--- config.mk ---
export PLATFORM = sky130hd
export DESIGN_NAME = clk_ratio_detect
export DESIGN_NICKNAME = d
export VERILOG_FILES = /design/src/rtl/crd_pkg.sv /design/src/rtl/crd_period_counter.sv /design/src/rtl/crd_ratio_classifier.sv /design/src/rtl/crd_confirm.sv /design/src/rtl/clk_ratio_detect.sv
export SDC_FILE = /design/constraint.sdc
export NUM_CORES = 1
export LEC_CHECK = 0
export CELL_PAD_IN_SITES_DETAIL_PLACEMENT = 1
export CELL_PAD_IN_SITES_GLOBAL_PLACEMENT = 1
export CORE_ASPECT_RATIO = 0.6
export CORE_UTILIZATION = 48
export CTS_CLUSTER_SIZE = 14
export DETAILED_ROUTE_END_ITERATION = 6
export PLACE_DENSITY_LB_ADDON = 0.2
export SLEW_MARGIN = 20
export SYNTH_ARGS = -nofsm -noshare
export SYNTH_HDL_FRONTEND = slang
export SYNTH_SLANG_ARGS = --single-unit
--- constraint.sdc ---
create_clock -name clk -period 3.7 [get_ports clk]
set_input_delay 0.74 -clock clk [delete_from_list [all_inputs] [get_ports clk]]
set_output_delay 0.74 -clock clk [all_outputs]
set_load 0.02 [all_outputs]
--- src/rtl/crd_pkg.sv ---
// Package: shared constants and the nominal ratio table for the ratio detector.
// Assumes seven supported ratios, listed in rising order of code.
package crd_pkg;

    localparam int N_RATIO  = 7;
    localparam int CODE_W   = $clog2(N_RATIO);
    localparam int FALLBACK = N_RATIO - 1;

    // Nominal master clocks per frame for a ratio code.
    function automatic int ratio_nominal(input int idx);
        case (idx)
            0:       return 128;
            1:       return 192;
            2:       return 256;
            3:       return 384;
            4:       return 512;
            5:       return 768;
            default: return 1152;
        endcase
    endfunction

endpackage

--- src/rtl/crd_period_counter.sv ---
// Module: crd_period_counter
// Finds rising edges of the frame clock in the master clock domain and
// counts the master cycles between them. The counter stops at its maximum.
// Assumes frame_clk is synchronous to clk (no synchronizer is used).
module crd_period_counter #(
    parameter int CNT_W = 11
) (
    input  logic             clk,
    input  logic             rst_n,
    input  logic             frame_clk,
    output logic [CNT_W-1:0] meas_cnt,
    output logic             meas_stb
);
    localparam logic [CNT_W-1:0] CNT_MAX = '1;

    logic             frame_q;
    logic             primed;
    logic [CNT_W-1:0] cnt;
    logic             rise;

    assign rise = frame_clk && !frame_q;

    // Keeps the previous frame clock level for edge detection.
    always_ff @(posedge clk) begin
        if (!rst_n) frame_q <= 1'b0;
        else        frame_q <= frame_clk;
    end

    // Counts cycles since the last rising edge and stops at the maximum.
    always_ff @(posedge clk) begin
        if (!rst_n)              cnt <= '0;
        else if (rise)           cnt <= {{(CNT_W-1){1'b0}}, 1'b1};
        else if (cnt != CNT_MAX) cnt <= cnt + 1'b1;
    end

    // Marks that one edge has been seen, so the next edge closes a full period.
    always_ff @(posedge clk) begin
        if (!rst_n)    primed <= 1'b0;
        else if (rise) primed <= 1'b1;
    end

    // Captures the finished period and pulses the strobe for one cycle.
    always_ff @(posedge clk) begin
        if (!rst_n) begin
            meas_cnt <= '0;
            meas_stb <= 1'b0;
        end else begin
            meas_stb <= rise && primed;
            if (rise) meas_cnt <= cnt;
        end
    end

    AST_CNT_HOLDS_AT_MAX: assert property (@(posedge clk) disable iff (!rst_n)
        (cnt == CNT_MAX && !rise) |=> (cnt == CNT_MAX));
    AST_CNT_NEVER_ZERO_AFTER_EDGE: assert property (@(posedge clk) disable iff (!rst_n)
        primed |-> (cnt != '0));
    AST_STB_SINGLE_CYCLE: assert property (@(posedge clk) disable iff (!rst_n)
        meas_stb |=> !meas_stb);

endmodule

--- src/rtl/crd_ratio_classifier.sv ---
// Module: crd_ratio_classifier
// Matches a measured period against the tolerance window of every supported
// ratio. The lowest matching code wins. A count at the counter limit, or one
// that fits no window, becomes the fallback code with miss set.
// Assumes windows are checked only while meas_stb is high downstream.
module crd_ratio_classifier
    import crd_pkg::*;
#(
    parameter int CNT_W = 11,
    parameter int TOL   = 32
) (
    input  logic              clk,
    input  logic              rst_n,
    input  logic [CNT_W-1:0]  meas_cnt,
    output logic [CODE_W-1:0] cls,
    output logic              miss
);
    localparam logic [CNT_W-1:0] CNT_MAX = '1;

    logic [N_RATIO-1:0] hits;
    logic               saturated;

    assign saturated = (meas_cnt == CNT_MAX);

    // One window comparator per supported ratio.
    for (genvar i = 0; i < N_RATIO; i++) begin : g_win
        localparam int LO = ratio_nominal(i) - TOL;
        localparam int HI = ratio_nominal(i) + TOL;
        assign hits[i] = !saturated
                      && (int'(meas_cnt) >= LO)
                      && (int'(meas_cnt) <= HI);
    end

    // Picks the lowest matching code, or falls back when none matches.
    always_comb begin
        cls = CODE_W'(FALLBACK);
        for (int i = N_RATIO - 1; i >= 0; i--) begin
            if (hits[i]) cls = CODE_W'(i);
        end
    end

    assign miss = (hits == '0);

    AST_MISS_GIVES_FALLBACK: assert property (@(posedge clk) disable iff (!rst_n)
        miss |-> (cls == CODE_W'(FALLBACK)));
    AST_SAT_IS_MISS: assert property (@(posedge clk) disable iff (!rst_n)
        saturated |-> miss);
    AST_AT_MOST_TWO_HITS: assert property (@(posedge clk) disable iff (!rst_n)
        $countones(hits) <= 2);

endmodule

--- src/rtl/crd_confirm.sv ---
// Module: crd_confirm
// Holds the reported ratio. It takes a new class only when two consecutive
// measured periods agree, and it registers the mismatch flag once per period.
// Assumes stb is a single-cycle pulse qualifying cls and miss.
module crd_confirm
    import crd_pkg::*;
(
    input  logic              clk,
    input  logic              rst_n,
    input  logic              stb,
    input  logic [CODE_W-1:0] cls,
    input  logic              miss,
    output logic [CODE_W-1:0] ratio_code,
    output logic              ratio_valid,
    output logic              ratio_mismatch
);
    logic [CODE_W-1:0] prev_cls;
    logic              prev_ok;
    logic              agree;

    assign agree = stb && prev_ok && (prev_cls == cls);

    // Remembers the class of the last measured period.
    always_ff @(posedge clk) begin
        if (!rst_n) begin
            prev_cls <= '0;
            prev_ok  <= 1'b0;
        end else if (stb) begin
            prev_cls <= cls;
            prev_ok  <= 1'b1;
        end
    end

    // Updates the reported code and valid flag when two periods agree.
    always_ff @(posedge clk) begin
        if (!rst_n) begin
            ratio_code  <= CODE_W'(FALLBACK);
            ratio_valid <= 1'b0;
        end else if (agree) begin
            ratio_code  <= cls;
            ratio_valid <= 1'b1;
        end
    end

    // Registers the mismatch result of each measured period.
    always_ff @(posedge clk) begin
        if (!rst_n)   ratio_mismatch <= 1'b0;
        else if (stb) ratio_mismatch <= miss;
    end

    AST_CODE_HOLDS_WITHOUT_STB: assert property (@(posedge clk) disable iff (!rst_n)
        !stb |=> $stable(ratio_code) && $stable(ratio_mismatch));
    AST_VALID_STICKY: assert property (@(posedge clk) disable iff (!rst_n)
        ratio_valid |=> ratio_valid);
    AST_VALID_NEEDS_STB: assert property (@(posedge clk) disable iff (!rst_n)
        $rose(ratio_valid) |-> $past(stb));
    AST_CODE_IN_RANGE: assert property (@(posedge clk) disable iff (!rst_n)
        ratio_code <= CODE_W'(FALLBACK));

endmodule

--- src/rtl/clk_ratio_detect.sv ---
// Module: clk_ratio_detect (top)
// Reports the ratio between master clock and sample rate from the frame clock
// alone. The chain is edge detect and period count, then window match, then
// two-period confirmation.
// Assumes frame_clk is synchronous to clk; reset is synchronous, active low.
module clk_ratio_detect
    import crd_pkg::*;
#(
    parameter int CNT_W = 11,
    parameter int TOL   = 32
) (
    input  logic              clk,
    input  logic              rst_n,
    input  logic              frame_clk,
    output logic [CODE_W-1:0] ratio_code,
    output logic              ratio_valid,
    output logic              ratio_mismatch
);
    logic [CNT_W-1:0]  meas_cnt;
    logic              meas_stb;
    logic [CODE_W-1:0] cls;
    logic              miss;

    crd_period_counter #(.CNT_W(CNT_W)) u_cnt (
        .clk      (clk),
        .rst_n    (rst_n),
        .frame_clk(frame_clk),
        .meas_cnt (meas_cnt),
        .meas_stb (meas_stb)
    );

    crd_ratio_classifier #(.CNT_W(CNT_W), .TOL(TOL)) u_cls (
        .clk     (clk),
        .rst_n   (rst_n),
        .meas_cnt(meas_cnt),
        .cls     (cls),
        .miss    (miss)
    );

    crd_confirm u_conf (
        .clk           (clk),
        .rst_n         (rst_n),
        .stb           (meas_stb),
        .cls           (cls),
        .miss          (miss),
        .ratio_code    (ratio_code),
        .ratio_valid   (ratio_valid),
        .ratio_mismatch(ratio_mismatch)
    );

    AST_MISMATCH_ONLY_AFTER_MEASURE: assert property (@(posedge clk) disable iff (!rst_n)
        $rose(ratio_mismatch) |-> $past(meas_stb));

endmodule

==> results of run 1 <==
==> layout make-up <==
type                            count  area [um^2]
Timing Repair Buffer                7        70.07
Inverter                            4        15.01
Sequential cell                    34        680.7
Clock inverter                      3        68.82
Clock buffer                        5        68.82
Fill cell                         418         1425
Multi-Input combinational cell    160        978.4
Tap cell                           45        56.30
==> worst max-delay path, stage by stage (launching register included) <==
cell and delay, ps:
dfxtp_1 580, nand3_1 290, a2bb2oi_1 210, nor2_1 250, nor2_2 120, xor2_2 200
or4_1 490, a31oi_1 160
==> power groups by stage <==
stage                     clock network [uW]  registers [uW]  logic [uW]
after floorplan                            0             385        21.5
after global placement                     0             387        29.4
after detailed placement                   0             387        31.9
after CTS                                419             379        33.0
after global routing                     433             379        36.5
final                                    418             379        32.9
==> registers in the layout (all words and copies together), names as in the netlist <==
register               count
u_cnt.cnt                 11
u_cnt.frame_q              1
u_cnt.meas_cnt            11
u_cnt.meas_stb             1
u_cnt.primed               1
u_conf.prev_cls            3
u_conf.prev_ok             1
u_conf.ratio_code          3
u_conf.ratio_mismatch      1
u_conf.ratio_valid         1
==> metrics by stage <==
step / area [um^2] / hold slack (ps) / total power (uW)
6_report: 1938 / 479.5 / 829.2
5_1_grt: 1938 / 495.9 / 849.1
4_1_cts: 1938 / 473.4 / 830.2
3_5_place_dp: 1800 / 455.4 / 418.9
3_3_place_gp: 1800 / 446.5 / 416.3
2_1_floorplan: 1743 / 433.0 / 406.9
==> logic make-up after synthesis <==
kind of cell | Yosys count
xor gates and xnor gates | 12
AOI/OAI and AO/OA | 49
buffers and inverters | 14
DFF | 34
muxes | 3
and+or+nand+nor | 95
adders and majority gates | 1
==> how the worst max path moves through the flow <==
stage / depth (start not counted) / startpoint / end
after CTS: 7 / u_cnt.meas_cnt[6] / u_conf.ratio_code[0]
after floorplan: 8 / u_cnt.meas_cnt[5] / u_conf.ratio_code[2]
after global placement: 3 / rst_n / u_conf.prev_cls[2]
after global routing: 7 / u_cnt.meas_cnt[8] / u_conf.ratio_valid
after detailed placement: 3 / rst_n / u_conf.prev_cls[2]
final: 7 / u_cnt.meas_cnt[6] / u_conf.ratio_code[0]
==> synthesized netlist by cell type (all sizes together) (3+ instances only) <==
cell type and n:
a21oi 20, and3 3, buf 6, clkbuf 4
dfxtp 34, inv 3, mux2i 3, nand2 31
nand2b 3, nand3 5, nand4 5, nor2 27
nor2b 3, nor3 3, o211ai 4, o21ai 6
o31ai 3, xnor2 5, xor2 7
==> routing by layer <==
metal	vias to the layer above	share of wire (%)	track usage, %
met5	-	0	0
met2	58	44	40.03
met1	758	48	36.84
met3	12	6.2	8.679
li1	744	-	-
met4	0	1.7	10.42
==> flow_summary.ini, run 1 <==
[timing]
relSlewSlack_pct = 44.54
hold_viol_final = 0
tns_ps = 0
slew_viol_final = 0
fin_crit_sh_pct = 64.50
rsz0062_at_grt = no
fmax_mhz = 419.0
fin_crit_ps = 2387
worst_pin_slew_ps = 830.2
setup_slack_ps = 1313
finalSetupViolCount = 0
clock_skew_ps = 5.485

[floorplan]
start_util_pct = 51.82
chipHeight_um = 48.68
io_pins = 8
core_mm2 = 0.003363
die-area_mm2 = 0.003884
num_rows = 16
die_w_um = 79.80

[setup_path]
reg2reg_slack_ps = 1310
r2r-start = u_cnt.meas_cnt[6]
reg2regPathDepth = 7
startpoint_type = flip-flop
cp_max_fo = 12
crit_required_ps = 3910
crit_type = reg -> reg
end_kind = flip-flop
worstPathArrival_ps = 2590
rr_endpoint = u_conf.ratio_code[0]

[logic_synthesis]
yosysTopAreaCellShare_pct = 39.05
synthMuxAreaShare_pct = 1.723
yosysTopAreaCell = dfxtp_1
synth_seq_cells = 34
synth-simple-area-share_pct = 28.00
ys.warnings.count = 0
synth_top_family_by_area = simple AND/OR/NAND/NOR gates
synth_edf_count = 0
synth_cell_type_count = 53
ys_seq_area_share_pct = 39.05
synth_compound_area_share_pct = 19.24
synth_fa_ha_area_share_pct = 0.7179
synth-xor-area-share_pct = 6.461
yosys-top-cells-area = dfxtp_1 (39%), nand2_1 (6.7%), nor2_1 (5.6%), a21oi_1 (5.5%), xor2_1 (3.0%)
ys_async_sr_fraction_pct = 0
syn_area_per_cell_um2 = 8.379
netlist_area_mm2 = 0.001743
ys.flop_type = dfxtp_1
synth_fp_nets = 212
syn_inst = 208

[route]
drtPass1Iterations = 4
drtIter0Drc = 129
route.detailed.drc = 0
postRouteAntennaNets = 0
wire_per_inst_um = 18.34
viasPerCell = 6.093
num_vias = 1572
totalWireLength_um = 4732

[finish]
area_growth_pct = 11.20
layout_common_cells = dfxtp_1 (34), nand2_1 (31), nor2_1 (26)
utilization_pct = 57.63
drive_above_1_share_pct = 8.451
antennaDiodeCount = 0
nets = 216
instances_no_fill = 258
layout_commonest_cell = dfxtp_1

[placed_design]
gp_congestion = 0.9160
hpwl_um = 3429
portBuffers = 7
place_inst = 250
pre_cts_ws_ps = 1314

[pwr]
switching_share_pct = 21.32
p_switching_uw = 176.8
powerDensity_mw_per_mm2 = 427.8
p_leak_uw = 0.0006672
internal-power_uw = 652.4
seq_power_share_pct = 45.7
p_comb_share_pct = 4.0
clkPwrFrac_pct = 50.4
vdd_drop_max_v = 0.0002889

[global_routing]
antenna_found_initial = 0
grt-ovfl-total = 0
grt_pass1_vias = 1572
grt_pass1_wl_um = 7810
grtUsageTotal_pct = 27.12
grt_max_degree = 20

[run]
max_cap_viol_count = 0

[outcome]
status = finished clean

[clock_tree]
clock_sinks = 34
post_cts_buffers = 0
clk_pin_slew_ps = 80
postCtsHoldBufs = 0
cts_tree = done
cts_made_buffers = 5
clock_path_buffers = 2
clock_latency_ps = 290
cts_resized = 0
root_buffer = clkbuf_8
cts_max_level = 2

[hold_path]
holdPathEnd = u_cnt.primed
worstHoldStart = u_cnt.primed
whs_path_depth = 2
hold_class = reg -> reg
No activity file was read; power rests on OpenSTA's default activity.
==> run 2, diff against run 1 <==
--- a/config.mk
+++ b/config.mk
@@ -8,7 +8,7 @@
 export CELL_PAD_IN_SITES_DETAIL_PLACEMENT = 1
 export CELL_PAD_IN_SITES_GLOBAL_PLACEMENT = 1
 export CORE_ASPECT_RATIO = 0.6
-export CORE_UTILIZATION = 48
+export CORE_UTILIZATION = 40
 export CTS_CLUSTER_SIZE = 14
 export DETAILED_ROUTE_END_ITERATION = 6
 export PLACE_DENSITY_LB_ADDON = 0.2
==> constraint.sdc (replaced) <==
create_clock -name clk -period 2.1 [get_ports clk]
set_input_delay 0.42 -clock clk [delete_from_list [all_inputs] [get_ports clk]]
set_output_delay 0.42 -clock clk [all_outputs]
set_load 0.02 [all_outputs]
==> run 2 against run 1 <==
The flow now finishes with violations (setup timing). Die area up 19%. Setup slack worse by 1400 ps. Register-to-register slack worse by 1400 ps. Sequential share of layout area down 4.0 points. Hold slack worse by 1.8 ps. Core utilization down 3.0 points. Maximum frequency up 9.6%. Clock-buffer cell count up 1. Critical path depth down 1. Global-route usage down 3.1 points. Largest power group is now registers.
==> flow_summary.ini, run 2 (synthesis gave the netlist of run 1 again) <==
[timing]
relSlewSlack_pct = 69.43
clock_skew_ps = 6.785
fin_crit_ps = 2177
finalSetupViolCount = 1
setup_slack_ps = -77.39
worst_pin_slew_ps = 453.7
rsz0062_at_grt = yes
fin_crit_sh_pct = 103.7
hold_viol_final = 0
fmax_mhz = 459.3
slew_viol_final = 0

[route]
postRouteAntennaNets = 0
wire_per_inst_um = 17.98
route.detailed.drc = 0
num_vias = 1678
drtPass1Iterations = 4
viasPerCell = 5.575
totalWireLength_um = 5411
drtIter0Drc = 119

[floorplan]
num_rows = 18
io_pins = 8
die_w_um = 87.22
die-area_mm2 = 0.004634
core_mm2 = 0.004144
chipHeight_um = 53.13
start_util_pct = 42.06

[setup_path]
crit_required_ps = 2320
critPathMaxStageDelay_ps = 490
worst_path_max_delay_cell = dfxtp_2
worstPathArrival_ps = 2400
end_kind = flip-flop
r2r-start = u_cnt.meas_cnt[10]
crit_type = reg -> reg
cp_top_family = simple AND/OR/NAND/NOR gates
reg2regPathDepth = 6
startpoint_type = flip-flop
path_buf_inv = 1
cp_max_fo = 9
reg2reg_slack_ps = -80
rr_endpoint = u_conf.ratio_code[2]
crit_chain = nand4_1 -> o31ai_1 -> nor3_1 -> buf_4 -> or4_4 -> o2111ai_2

[finish]
antennaDiodeCount = 0
layout_common_cells = nand2_1 (31), nor2_1 (25), buf_4 (24), dfxtp_1 (24), a21oi_1 (19)
n_fill_cell = 499
instances_no_fill = 301
nets = 244
area_growth_pct = 29.94
layout_commonest_cell = nand2_1
drive_above_1_share_pct = 28.63
reg_top3 = u_cnt.cnt: 11 flops, u_cnt.meas_cnt: 11 flops

[clock_tree]
cts_max_level = 2
clock_sinks = 34
clock_path_buffers = 2
cts_tree = done
clock_latency_ps = 290
clk_pin_slew_ps = 70
cts_made_buffers = 5
root_buffer = clkbuf_8

[global_routing]
grt_max_degree = 14
grt-ovfl-total = 0
grt_pass1_wl_um = 7907
antenna_found_initial = 0
grt_pass1_vias = 1549
grtUsageTotal_pct = 23.99

[pwr]
p_total_uw = 1245
p_leak_uw = 0.0008174
powerDensity_mw_per_mm2 = 549.7
vdd_drop_max_v = 0.0003401

[outcome]
status = finished with violations
failed_checks = setup timing

[hold_path]
worstHoldStart = u_cnt.meas_cnt[4]
holdPathEnd = u_cnt.meas_cnt[4]
hold_class = reg -> reg
whs_path_depth = 2

[placed_design]
pre_cts_ws_ps = -150.2
place_inst = 284
hpwl_um = 3906
gp_congestion = 0.8139
portBuffers = 7

[run]
max_cap_viol_count = 0
## run 2: cell count changes in the layout (fill, tap and decap cells not counted), moves of 2 or more
cell       previous run  this run
bufinv_16             2         0
nor3_2                0         2
o2111ai_1             2         0
dfxtp_2               0         5
dfxtp_1              34        24
buf_12                0         2
nor3_1                3         1
dfxtp_4               0         5
buf_4                 0        24
buf_6                 0         2
o2111ai_2             0         2
## run 2: worst max-delay path by stage
stage	startpoint	end	slack, ps	cells past startpoint
2_1_floorplan	u_cnt.meas_cnt[5]	u_conf.ratio_code[2]	180	8
3_5_place_dp	u_cnt.meas_cnt[6]	u_conf.ratio_code[2]	-150	8
4_1_cts	u_cnt.meas_cnt[5]	u_conf.ratio_code[2]	5	8
3_3_place_gp	u_cnt.meas_cnt[6]	u_conf.ratio_code[2]	-20	7
5_1_grt	u_cnt.meas_cnt[6]	u_conf.ratio_code[2]	-100	9
6_report	u_cnt.meas_cnt[10]	u_conf.ratio_code[2]	-80	6
## run 2: cell type report
cell class / count / area (um^2) / share of cell area, %
clock buffer: 6 / 82.58 / 3.646
timing repair buffer: 35 / 312.8 / 13.81
clock inverter: 2 / 12.51 / 0.5525
sequential: 34 / 705.7 / 31.16
tap: 60 / 75.07 / 3.315
multi-input combinational: 160 / 1061 / 46.85
inverter: 4 / 15.01 / 0.6630
## run 2: repair_timing
| item | in CTS | in global routing |
|---|---|---|
| setup buffers | 0 | 9 |
| setup endpoints to repair | 5 | 5 |
| hold buffers | 0 | 0 |
| pin swaps | 0 | 10 |
| resized for setup | 10 | 25 |
## run 2: per-layer routing
layer  vias up  GRT usage (%)  share of wire, %
met4         0          8.470              0.85
met2        44          35.96                46
met1       826          33.77                48
met3         5          5.304               6.0
met5         -              0                 0
li1        803              -                 -
## run 2: tightest hold or removal path: stages, from the launching register on
cell	delay [ps]
dfxtp_2	330
nand2_1	50
a21oi_1	50
## run 2: through the flow
stage	setup TNS, ps	utilization, %	area, um^2	hold WS [ps]
floorplan	0	-	1743	433.0
global placement	-46.83	47.64	1974	449.4
detailed placement	-492.1	47.64	1974	469.7
CTS	0	50.39	2088	482.3
global route	-243.6	54.65	2265	498.5
finish	-77.39	54.65	2265	477.7
## run 2: power breakdown
group	internal [uW]	switching, uW	total, uW
clock network	263	250	514
logic	28.9	43.6	72.5
registers	649	9.30	659
==> run 3, diff against run 2 <==
--- a/config.mk
+++ b/config.mk
@@ -9,6 +9,7 @@
 export CELL_PAD_IN_SITES_GLOBAL_PLACEMENT = 1
 export CORE_ASPECT_RATIO = 0.6
 export CORE_UTILIZATION = 40
+export CTS_CLUSTER_DIAMETER = 150
 export CTS_CLUSTER_SIZE = 14
 export DETAILED_ROUTE_END_ITERATION = 6
 export PLACE_DENSITY_LB_ADDON = 0.2
==> results of run 3 <==
Same layout as run 2: the final DEF is identical, and so are final timing and power.
